[config.mk]
export PLATFORM = sky130hd
export DESIGN_NAME = strap_susp_pin
export DESIGN_NICKNAME = d
export VERILOG_FILES = /design/src/rtl/strap_susp_pkg.sv /design/src/rtl/strap_susp_ctrl.sv /design/src/rtl/strap_susp_dp.sv /design/src/rtl/strap_susp_pin.sv
export SDC_FILE = /design/constraint.sdc
export NUM_CORES = 1
export LEC_CHECK = 0
export BUFFER_PORTS_ARGS = -buffer_cell sky130_fd_sc_hd__buf_2
export CAP_MARGIN = 15
export CORE_MARGIN = 5
export CORE_UTILIZATION = 35
export CTS_BUF_LIST = sky130_fd_sc_hd__clkbuf_8
export DETAILED_ROUTE_END_ITERATION = 8
export PLACE_DENSITY = 0.49
export SLEW_MARGIN = 0
export SYNTH_ARGS = -nofsm -noshare
export SYNTH_HDL_FRONTEND = slang
export SYNTH_SLANG_ARGS = --single-unit
[constraint.sdc]
create_clock -name clk -period 1.6 [get_ports clk]
set_input_delay 0.32 -clock clk [delete_from_list [all_inputs] [get_ports clk]]
set_output_delay 0.32 -clock clk [all_outputs]
set_load 0.02 [all_outputs]
[src/rtl/strap_susp_pkg.sv]
package strap_susp_pkg;

  typedef struct packed {
    logic sampleStb;
    logic decideStb;
    logic windowOpen;
  } ctrlStb_t;

  function automatic logic majorityOf(input logic [31:0] bits, input int unsigned count);
    int unsigned ones;
    ones = 0;
    for (int unsigned i = 0; i < 32; i++) begin
      if (i < count && bits[i]) ones++;
    end
    return (2 * ones) > count;
  endfunction

endpackage

[src/rtl/strap_susp_ctrl.sv]
module strap_susp_ctrl
  import strap_susp_pkg::*;
#(
  parameter int unsigned WIN_CYC = 12000,
  parameter int unsigned VOTES   = 3,
  parameter int unsigned SPACING = 4
) (
  input  logic     clk,
  input  logic     rstN,
  output ctrlStb_t stb
);
  localparam int unsigned CNT_W = $clog2(WIN_CYC + 1);
  localparam int unsigned LAST_SAMPLE = WIN_CYC - 2;

  logic [CNT_W-1:0] winCnt;
  logic [VOTES-1:0] sampleHit;

  always_ff @(posedge clk or negedge rstN) begin
    if (!rstN) begin
      winCnt <= '0;
    end else if (winCnt != CNT_W'(WIN_CYC)) begin
      winCnt <= winCnt + 1'b1;
    end
  end

  for (genvar k = 0; k < VOTES; k++) begin : g_sample
    assign sampleHit[k] = (winCnt == CNT_W'(LAST_SAMPLE - k * SPACING));
  end

  always_comb begin
    stb.sampleStb  = |sampleHit;
    stb.decideStb  = (winCnt == CNT_W'(WIN_CYC - 1));
    stb.windowOpen = (winCnt != CNT_W'(WIN_CYC));
  end
endmodule

[src/rtl/strap_susp_dp.sv]
module strap_susp_dp
  import strap_susp_pkg::*;
#(
  parameter int unsigned VOTES = 3
) (
  input  logic     clk,
  input  logic     rstN,
  input  ctrlStb_t stb,
  input  logic     padIn,
  input  logic     suspendIn,
  output logic     padOe,
  output logic     padOut,
  output logic     gangMode
);
  logic [VOTES-1:0] voteQ;
  logic             gangQ;
  logic             oeQ;
  logic             suspMeta;
  logic             suspSync;

  always_ff @(posedge clk or negedge rstN) begin
    if (!rstN) begin
      voteQ <= '0;
    end else if (stb.sampleStb) begin
      voteQ <= (voteQ << 1) | VOTES'(padIn);
    end
  end

  always_ff @(posedge clk or negedge rstN) begin
    if (!rstN) begin
      gangQ <= 1'b0;
      oeQ   <= 1'b0;
    end else if (stb.decideStb) begin
      gangQ <= majorityOf(32'(voteQ), VOTES);
      oeQ   <= 1'b1;
    end
  end

  always_ff @(posedge clk or negedge rstN) begin
    if (!rstN) begin
      suspMeta <= 1'b0;
      suspSync <= 1'b0;
    end else begin
      suspMeta <= suspendIn;
      suspSync <= suspMeta;
    end
  end

  assign padOe    = oeQ;
  assign gangMode = gangQ;
  assign padOut   = oeQ & ~(suspSync ^ gangQ);
endmodule

[src/rtl/strap_susp_pin.sv]
module strap_susp_pin
  import strap_susp_pkg::*;
#(
  parameter int unsigned CLK_KHZ   = 12000,
  parameter int unsigned WINDOW_US = 1000,
  parameter int unsigned VOTES     = 3,
  parameter int unsigned SPACING   = 4
) (
  input  logic clk,
  input  logic rstN,
  input  logic suspendIn,
  input  logic padIn,
  output logic padOe,
  output logic padOut,
  output logic gangMode
);
  localparam int unsigned WIN_CYC = CLK_KHZ * WINDOW_US / 1000;

  ctrlStb_t stb;

  strap_susp_ctrl #(.WIN_CYC(WIN_CYC), .VOTES(VOTES), .SPACING(SPACING)) u_ctrl (
    .clk (clk),
    .rstN(rstN),
    .stb (stb)
  );

  strap_susp_dp #(.VOTES(VOTES)) u_dp (
    .clk      (clk),
    .rstN     (rstN),
    .stb      (stb),
    .padIn    (padIn),
    .suspendIn(suspendIn),
    .padOe    (padOe),
    .padOut   (padOut),
    .gangMode (gangMode)
  );
endmodule

==> results of run 1 <==
-- cell usage after synthesis --
master / number / area share
or2_4: 1 / 0.0084
a21o_1: 1 / 0.0072
nand4_1: 1 / 0.0060
nand2b_2: 1 / 0.0084
nand4b_1: 1 / 0.0084
mux2_1: 1 / 0.011
ha_1: 5 / 0.060
nor3_1: 1 / 0.0048
o21ai_0: 3 / 0.014
nand3b_1: 1 / 0.0072
and2_1: 1 / 0.0060
nor3_2: 3 / 0.029
nand2_1: 6 / 0.022
nand2_2: 1 / 0.0060
and4_4: 1 / 0.011
xor2_1: 6 / 0.051
inv_1: 5 / 0.018
nand4_4: 1 / 0.020
nor4_2: 1 / 0.012
nand3_1: 1 / 0.0048
or2_2: 1 / 0.0060
nor2_1: 3 / 0.011
xnor2_1: 7 / 0.059
nand3_2: 2 / 0.019
mux2_4: 1 / 0.014
nor2b_1: 2 / 0.012
nor3_4: 1 / 0.016
mux2_2: 1 / 0.011
mux2i_1: 2 / 0.019
and4bb_1: 1 / 0.012
dfrtp_1: 21 / 0.51
-- state kept, by name, indices dropped and copies added, names as in the netlist --
name and count:
u_ctrl.winCnt 14, u_dp.gangMode 1, u_dp.padOe 1, u_dp.suspMeta 1
u_dp.suspSync 1, u_dp.voteQ 3
-- layer usage --
layer,track usage,part of all wire,vias up
met4,0.0475,0.010,0
met5,0,0,-
met1,0.137,0.49,301
met3,0.0259,0.039,2
met2,0.142,0.46,6
li1,-,-,319
-- layout make-up --
| type | instances | area [um^2] | share of cell area |
|---|---|---|---|
| flip-flops and latches | 21 | 527 | 0.425 |
| clock buffers | 3 | 41.3 | 0.0333 |
| repair buffers | 13 | 82.6 | 0.0666 |
| inverters | 5 | 18.8 | 0.0151 |
| clock inverters | 1 | 5.00 | 0.00404 |
| well taps | 31 | 38.8 | 0.0313 |
| multi-input cells | 58 | 527 | 0.425 |
-- path summary, 6_finish.rpt --
check                                        startpoint                      endpoint  slack [ns]  cells past startpoint
max                        u_ctrl.winCnt[1]$_DFFE_PN0P_  u_ctrl.winCnt[1]$_DFFE_PN0P_        0.06                      6
min                                                rstN        u_dp.padOe$_DFFE_PN0N_        0.01                      1
max reg2reg                u_ctrl.winCnt[1]$_DFFE_PN0P_  u_ctrl.winCnt[1]$_DFFE_PN0P_        0.06                      6
min reg2reg                     u_dp.suspMeta$_DFF_PN0_       u_dp.suspSync$_DFF_PN0_        0.36                      0
max in group asynchronous                          rstN  u_ctrl.winCnt[1]$_DFFE_PN0P_        1.24                      1
min in group clk                              suspendIn       u_dp.suspMeta$_DFF_PN0_        0.16                      1
-- logic make-up after synthesis --
logic type | Yosys count
flops | 21
xor+xnor | 13
simple gates | 31
fa+ha+maj | 5
compound gates | 4
mux | 5
buf+inv | 5
-- worst register-to-register path: stages, from the launching register on --
cell and delay, ns:
dfrtp_2 0.45, inv_2 0.08, ha_4 0.12, nand3b_1 0.09, nor4_2 0.27, nand2b_2 0.13
mux2_4 0.30
-- what timing repair did --
action                                  CTS  global route
gates cloned                              0             0
endpoints found under the setup margin    1             6
gates resized for setup                   1             7
buffers inserted                          0             3
pin swaps                                 0             5
-- power breakdown --
| group | internal [mW] | leakage, nW | switching, mW |
|---|---|---|---|
| Clock | 0.173 | 0.0255 | 0.172 |
| Combinational | 0.00335 | 0.309 | 0.0109 |
| Sequential | 0.533 | 0.273 | 0.000996 |
| Total | 0.709 | 0.607 | 0.184 |
==> run_results.csv, run 1 <==
group,metric,value,unit
critical_path,crit_buf_inv,1,
yosys,yosysSeqAreaShare,0.505,
timing,fin_crit_sh,0.964,
routing,viasPerCell,4.76,
timing,holdWs,0.0105,ns
critical_path,critPathSlowestCell,"dfrtp_2",
critical_path,worst_ep_arrival_time,1.69,ns
yosys,syn_nets,93,
layout,layout-drive-gt1-share,0.366,
layout,antenna_cells,0,
placement,dpl_worst_slack,-0.0123,ns
layout,area_delta_synth_final,19.3,%
clocking,numCtsBuffers,3,
critical_path,cp_max_fo,5,
clocking,clk_latency,0.26,ns
yosys,synth_seq_cells,21,
layout,instances_no_fill,132,
critical_path,crit_type,"register to register",
layout,nNetsFinal,111,
outcome,status,"finished, final reports clean",
yosys,synthAdderAreaFrac,0.0602,
critical_path,crit_required,1.74,ns
global_routing,grt_pass1_wl,3150,um
layout,post-route-util,0.442,
floorplan,io_pins,7,
critical_path,worst_setup_path_end_kind,"register",
power,fin_total_pwr,893,uW
power,p_leak,0.607,nW
clocking,cts_hold_buf,0,
layout,final_area,1240,um^2
global_routing,grt_pass1_vias,637,
routing,drtAntennaViolNets,0,
routing,drtPass1Iterations,2,
floorplan,die-width,64.5,um
placement,dp_hpwl,1260,um
routing,drt_iter0_drc,14,
global_routing,grt_max_degree,22,
global_routing,grt_overflow,0,
floorplan,dieArea,4160,um^2
routing,via_count,628,
clocking,clk_path_buf_depth,2,
yosys,synth-xor-area-share,0.110,
critical_path,start_kind,"register",
timing,tns,0,ns
routing,drc_errors,0,
critical_path,max_stage_delay,0.45,ns
power,p_per_area,720,nW/um^2
routing,routed_wl,1750,um
clocking,cts_tree,"yes",
timing,final_hold_viol_count,0,
layout,layout_commonest_cell,"dfrtp_1",
yosys,syn_area,1040,um^2
timing,slew_viol_final,0,
clocking,h-tree-depth,1,
clocking,clock-root-buffer,"clkbuf_8",
placement,placed_area,1140,um^2
run,max_cap_violations,0,
placement,dp_cells,125,
timing,rsz0062_at_grt,"true",
yosys,synth_top_family_by_area,"simple AND/OR/NAND/NOR gates",
timing,tightest_slew,0.476,ns
yosys,synthCells,84,
floorplan,rows,19,
layout,layout_common_cells,"20 x dfrtp_1, 7 x xnor2_1, 7 x buf_4",
yosys,synth-simple-area-share,0.230,
timing,relSlewSlack,0.682,
global_routing,grt_usage,0.0986,
critical_path,cp_cell_sequence,"inv_2 -> ha_4 -> nand3b_1 -> nor4_2 -> nand2b_2 -> mux2_4",
global_routing,antenna_found_initial,0,
placement,routabilityCongestion,0.688,
timing,setup_viol,0,
clocking,cts.sinks,21,
timing,fmax,648,MHz
floorplan,die_h,64.5,um
layout,fillers,263,
floorplan,core-area,2810,um^2
yosys,synth_compound_area_frac,0.0217,
timing,fin_crit,1.54,ns
routing,wl_per_cell,13.3,um
power,vdd_drop_max,243,uV
floorplan,start_util,0.371,
min_path,hold_class,"input pin to async pin",
yosys,syn_area_per_cell,12.4,um^2
timing,fin_ws,0.0577,ns
clocking,cts.clk_slew.worst_paths,0.08,ns
critical_path,cpLargestDelayFamily,"simple AND/OR/NAND/NOR gates",
yosys,synth_mux_area_frac,0.0554,
timing,fin_skew,0.00421,ns
placement,port_buffers,6,
yosys,yosys_warnings,0,
yosys,synth_cell_type_count,31,
No activity file was read; power rests on OpenSTA's default activity.
==> inputs of run 2 (changes only) <==
--- a/config.mk
+++ b/config.mk
@@ -11,7 +11,9 @@
 export CORE_UTILIZATION = 35
 export CTS_BUF_LIST = sky130_fd_sc_hd__clkbuf_8
 export DETAILED_ROUTE_END_ITERATION = 8
+export GPL_TIMING_DRIVEN = 0
 export PLACE_DENSITY = 0.49
+export REMOVE_ABC_BUFFERS = 1
 export SLEW_MARGIN = 0
 export SYNTH_ARGS = -nofsm -noshare
 export SYNTH_HDL_FRONTEND = slang
==> run 2 against run 1 <==
Net effect: routed wire length is 0.29% higher; die area is the same; sequential share of layout area increased by 0.91 points; register-to-register slack got worse by 0.03 ns; worst setup slack got worse by 0.030 ns; power shrank 0.20%; clock power hardly changed; cell area is 2.3% lower; largest cell class unchanged; fmax decreased by 1.9%; flip-flop and latch count unchanged; clock skew fell by 0.0024 ns.
==> run_results.csv, run 2 (same netlist as run 1, synthesis figures left out) <==
group,metric,value,unit
layout,top_regs,"u_ctrl.winCnt (14), u_dp.voteQ (3)",
global_routing,busiest_layer,"met2",
layout,layout_common_cells,"21 x dfrtp_1, 7 x xnor2_1, 6 x nand2_1, 6 x xor2_1, 6 x buf_2",
timing,fin_crit_sh,0.983,
layout,fillers,278,
timing,setup_viol,0,
timing,fmax,636,MHz
timing,slew_viol_final,0,
layout,final_area,1210,um^2
timing,tightest_slew,0.482,ns
global_routing,grt_overflow,0,
routing,drtPass1Iterations,2,
timing,rsz0062_at_grt,"true",
routing,drc_errors,0,
critical_path,crit_type,"register to register",
critical_path,crit_buf_inv,0,
clocking,clock-root-buffer,"clkbuf_8",
routing,drt_iter0_drc,10,
floorplan,dieArea,4160,um^2
global_routing,grt_util_met2,0.140,
placement,dp_hpwl,1270,um
critical_path,reg2regPathDepth,4,
layout,layout-drive-gt1-share,0.333,
layout,post-route-util,0.432,
timing,fin_ws,0.0273,ns
clocking,h-tree-depth,1,
power,vdd_drop_max,419,uV
clocking,clk_path_buf_depth,2,
floorplan,die-width,64.5,um
min_path,hold_class,"input pin to async pin",
floorplan,rows,19,
run,max_cap_violations,0,
critical_path,cpLargestDelayFamily,"simple AND/OR/NAND/NOR gates",
routing,wl_per_cell,13.5,um
critical_path,crit_required,1.75,ns
placement,port_buffers,6,
floorplan,die_h,64.5,um
critical_path,critPathSlowestCell,"dfrtp_1",
critical_path,max_stage_delay,0.44,ns
placement,placed_area,1110,um^2
global_routing,antenna_found_initial,0,
timing,fin_crit,1.57,ns
floorplan,core-area,2810,um^2
floorplan,io_pins,7,
placement,dpl_worst_slack,-0.0530,ns
layout,antenna_cells,0,
layout,layout_commonest_cell,"dfrtp_1",
layout,top_register,"u_ctrl.winCnt",
global_routing,grt_max_degree,22,
timing,fin_skew,0.00184,ns
floorplan,start_util,0.371,
clocking,cts_tree,"yes",
placement,routabilityCongestion,0.708,
layout,area_delta_synth_final,16.5,%
timing,final_hold_viol_count,0,
routing,routed_wl,1750,um
global_routing,grt_pass1_wl,3040,um
routing,via_count,625,
critical_path,cp_max_fo,5,
routing,viasPerCell,4.81,
outcome,status,"finished, final reports clean",
timing,relSlewSlack,0.679,
global_routing,grt_usage,0.0975,
critical_path,cp_cell_sequence,"and4bb_2 -> nand3_4 -> nor3_4 -> mux2_2",
critical_path,worst_ep_arrival_time,1.72,ns
layout,nNetsFinal,109,
clocking,clk_latency,0.26,ns
power,p_per_area,736,nW/um^2
clocking,cts.clk_slew.worst_paths,0.08,ns
routing,drtAntennaViolNets,0,
critical_path,worst-path-stages,4,
power,p_leak,0.595,nW
critical_path,worst_setup_path_end_kind,"register",
layout,largest_reg_flops,14,
clocking,cts.sinks,21,
global_routing,grt_use_met3,0.0432,
timing,holdWs,0.0109,ns
clocking,numCtsBuffers,3,
critical_path,start_kind,"register",
global_routing,globalRouteMet1Util,0.128,
global_routing,grt_pass1_vias,625,
-- run 2: cell types whose count changed in the layout (fill, tap and decap cells not counted), sizes merged --
cell  previous run  this run
buf             13        11
-- run 2: power by group --
group          switching, mW  internal (mW)
logic                 0.0111        0.00336
clock network          0.170          0.173
registers           0.000855          0.533
total                  0.182          0.709
-- run 2: final timing paths --
check                                             startpoint                            end  slack (ns)
worst max-delay path            u_ctrl.winCnt[8]$_DFFE_PN0P_      u_dp.gangMode$_DFFE_PN0N_        0.03
worst min-delay path                                    rstN      u_dp.voteQ[2]$_DFFE_PN0P_        0.01
worst max register to register  u_ctrl.winCnt[8]$_DFFE_PN0P_      u_dp.gangMode$_DFFE_PN0N_        0.03
worst min register to register       u_dp.suspMeta$_DFF_PN0_        u_dp.suspSync$_DFF_PN0_        0.36
max in group asynchronous                               rstN  u_ctrl.winCnt[11]$_DFFE_PN0P_        1.26
min in group clk                                   suspendIn        u_dp.suspMeta$_DFF_PN0_        0.17
-- run 2: worst reg2reg max path, cell delays in order, from the launching register on --
cell and delay, ns:
dfrtp_1 0.44, and4bb_2 0.34, nand3_4 0.12, nor3_4 0.22, mux2_2 0.35
-- run 2: metrics by stage --
stage	cells	power [mW]	setup TNS, ns
6_report	130	0.891	0
5_1_grt	130	0.947	-0.172
4_1_cts	126	0.922	0
3_5_place_dp	121	0.560	-0.0546
3_3_place_gp	121	0.559	-0.0270
2_1_floorplan	84	0.545	0
-- run 2: cell type report --
class,instances,area (um^2),share of cell area
inverter,5,18.8,0.0155
tap,31,38.8,0.0320
sequential,21,526,0.434
multi-input combinational,58,514,0.425
clock inverter,1,5.00,0.00413
timing repair buffer,11,67.6,0.0558
clock buffer,3,41.3,0.0341
-- run 2: timing repair --
| item | in CTS | in global routing |
|---|---|---|
| resized for setup | 1 | 4 |
| pin swaps | 1 | 1 |
| hold buffers | 0 | 0 |
| setup buffers | 1 | 4 |
| setup endpoints to repair | 2 | 3 |
-- run 2: per-layer routing --
| layer | wire length, um | share of wire |
|---|---|---|
| met4 | 18 | 0.010 |
| met3 | 69 | 0.039 |
| met1 | 853 | 0.49 |
| met2 | 813 | 0.46 |
| met5 | 0 | 0 |
==> inputs of run 3 (changes only) <==
--- a/config.mk
+++ b/config.mk
@@ -7,12 +7,13 @@
 export LEC_CHECK = 0
 export BUFFER_PORTS_ARGS = -buffer_cell sky130_fd_sc_hd__buf_2
 export CAP_MARGIN = 15
-export CORE_MARGIN = 5
-export CORE_UTILIZATION = 35
+export CORE_MARGIN = 3
+export CORE_UTILIZATION = 45
 export CTS_BUF_LIST = sky130_fd_sc_hd__clkbuf_8
+export CTS_CLUSTER_DIAMETER = 80
 export DETAILED_ROUTE_END_ITERATION = 8
 export GPL_TIMING_DRIVEN = 0
-export PLACE_DENSITY = 0.49
+export PLACE_DENSITY = 0.6
 export REMOVE_ABC_BUFFERS = 1
 export SLEW_MARGIN = 0
 export SYNTH_ARGS = -nofsm -noshare
==> run 3 against run 2 <==
Net effect: combinational power is 4% lower; final cell count down 2.3%; die area decreased by 30%; fmax increased by 2.1%; core utilization grew 16 points; register-to-register slack improved by 0.03 ns; first-iteration DRC count down 90%; worst setup slack improved by 0.033 ns; hold slack lost 0.0048 ns; clock skew grew 0.0024 ns; sequential share of layout area down 0.52 points; critical path type unchanged.
==> run_results.csv, run 3 (same netlist as run 1, synthesis figures left out) <==
group,metric,value,unit
outcome,status,"finished, final reports clean",
timing,tightest_slew,0.463,ns
timing,tns,0,ns
timing,final_hold_viol_count,0,
critical_path,crit_type,"register to register",
layout,antenna_cells,0,
routing,drtAntennaViolNets,0,
critical_path,cp_max_fo,4,
floorplan,die_h,54.1,um
floorplan,io_pins,7,
clocking,clk_latency,0.26,ns
layout,area_delta_synth_final,18.2,%
power,p_leak,0.601,nW
layout,top_regs,"u_ctrl.winCnt (14), u_dp.voteQ (3)",
clocking,cts.clk_slew.worst_paths,0.07,ns
layout,final_area,1230,um^2
global_routing,antenna_found_initial,0,
floorplan,core-area,2080,um^2
layout,instances_no_fill,127,
timing,holdWs,0.00612,ns
min_path,hold_class,"input pin to async pin",
global_routing,grt_pass1_wl,2700,um
routing,drt_iter0_drc,1,
clocking,numCtsBuffers,3,
global_routing,grt_usage,0.130,
placement,dp_cells,117,
floorplan,die-width,54.1,um
clocking,cts.sinks,21,
global_routing,grt_overflow,0,
global_routing,grt_max_degree,22,
critical_path,start_kind,"register",
routing,viasPerCell,4.93,
timing,relSlewSlack,0.691,
layout,layout-drive-gt1-share,0.370,
timing,fin_skew,0.00422,ns
routing,via_count,626,
power,p_per_area,715,nW/um^2
global_routing,grt_pass1_vias,601,
layout,layout_commonest_cell,"dfrtp_1",
clocking,clk_path_buf_depth,2,
routing,drc_errors,0,
timing,fin_crit,1.54,ns
timing,slew_viol_final,0,
floorplan,rows,16,
timing,fmax,649,MHz
layout,nNetsFinal,110,
layout,largest_reg_flops,14,
floorplan,dieArea,2920,um^2
placement,placed_area,1100,um^2
placement,routabilityCongestion,0.736,
floorplan,start_util,0.499,
placement,dpl_worst_slack,0.00449,ns
layout,top_register,"u_ctrl.winCnt",
timing,fin_crit_sh,0.962,
layout,layout_common_cells,"20 x dfrtp_1, 7 x xnor2_1",
critical_path,worst_ep_arrival_time,1.69,ns
critical_path,crit_required,1.75,ns
placement,dp_hpwl,1100,um
routing,wl_per_cell,12.5,um
routing,drtPass1Iterations,2,
clocking,cts_tree,"yes",
clocking,h-tree-depth,1,
timing,fin_ws,0.0603,ns
routing,routed_wl,1590,um
timing,setup_viol,0,
critical_path,worst_setup_path_end_kind,"register",
placement,port_buffers,6,
clocking,clock-root-buffer,"clkbuf_8",
run,max_cap_violations,0,
power,vdd_drop_max,656,uV
run 3: critical path: stages (launching register included):
cell and delay (ns):
dfrtp_1 0.43, inv_2 0.12, ha_4 0.12, nand3b_1 0.08
nor4_2 0.25, nand2b_2 0.12, mux2_4 0.30
run 3: routing by layer:
metal	up-vias	GRT usage	wire length, um
met3	0	0.0582	79
li1	314	-	-
met4	0	0.0249	0
met5	-	0	0
met2	9	0.194	711
met1	303	0.175	798
run 3: final timing paths:
check	startpoint	end	slack (ns)	depth (start not counted)
worst min-delay path	rstN	u_ctrl.winCnt[3]$_DFFE_PN0P_	0.006	1
worst max register to register	u_ctrl.winCnt[0]$_DFFE_PN0P_	u_ctrl.winCnt[1]$_DFFE_PN0P_	0.06	6
worst min register to register	u_dp.suspMeta$_DFF_PN0_	u_dp.suspSync$_DFF_PN0_	0.36	0
min in group clk	suspendIn	u_dp.suspMeta$_DFF_PN0_	0.17	1
max in group asynchronous	rstN	u_ctrl.winCnt[1]$_DFFE_PN0P_	1.25	1
worst max-delay path	u_ctrl.winCnt[0]$_DFFE_PN0P_	u_ctrl.winCnt[1]$_DFFE_PN0P_	0.06	6
run 3: final cells by class:
class	instances	area (um^2)
timing repair buffer	12	75.1
multi-input combinational	58	529
clock inverter	1	3.75
fill	177	853
inverter	5	18.8
tap	27	33.8
clock buffer	3	41.3
sequential	21	527
run 3: stage by stage:
stage | utilization | power, mW
CTS | 0.552 | 0.899
global placement | 0.530 | 0.559
floorplan | - | 0.545
global route | 0.590 | 0.928
finish | 0.590 | 0.879
detailed placement | 0.530 | 0.560
run 3: where the power goes:
| group | switching (mW) | total (mW) | internal (mW) |
|---|---|---|---|
| Sequential | 0.00101 | 0.534 | 0.533 |
| Clock | 0.160 | 0.331 | 0.171 |
| Combinational | 0.0106 | 0.0139 | 0.00336 |
| Total | 0.171 | 0.879 | 0.707 |
run 3: what timing repair did:
item | CTS | global route
resized for setup | 0 | 10
endpoints found under the setup margin | 2 | 5
pin swaps | 0 | 3
hold buffers | 0 | 0
buffers inserted | 0 | 6
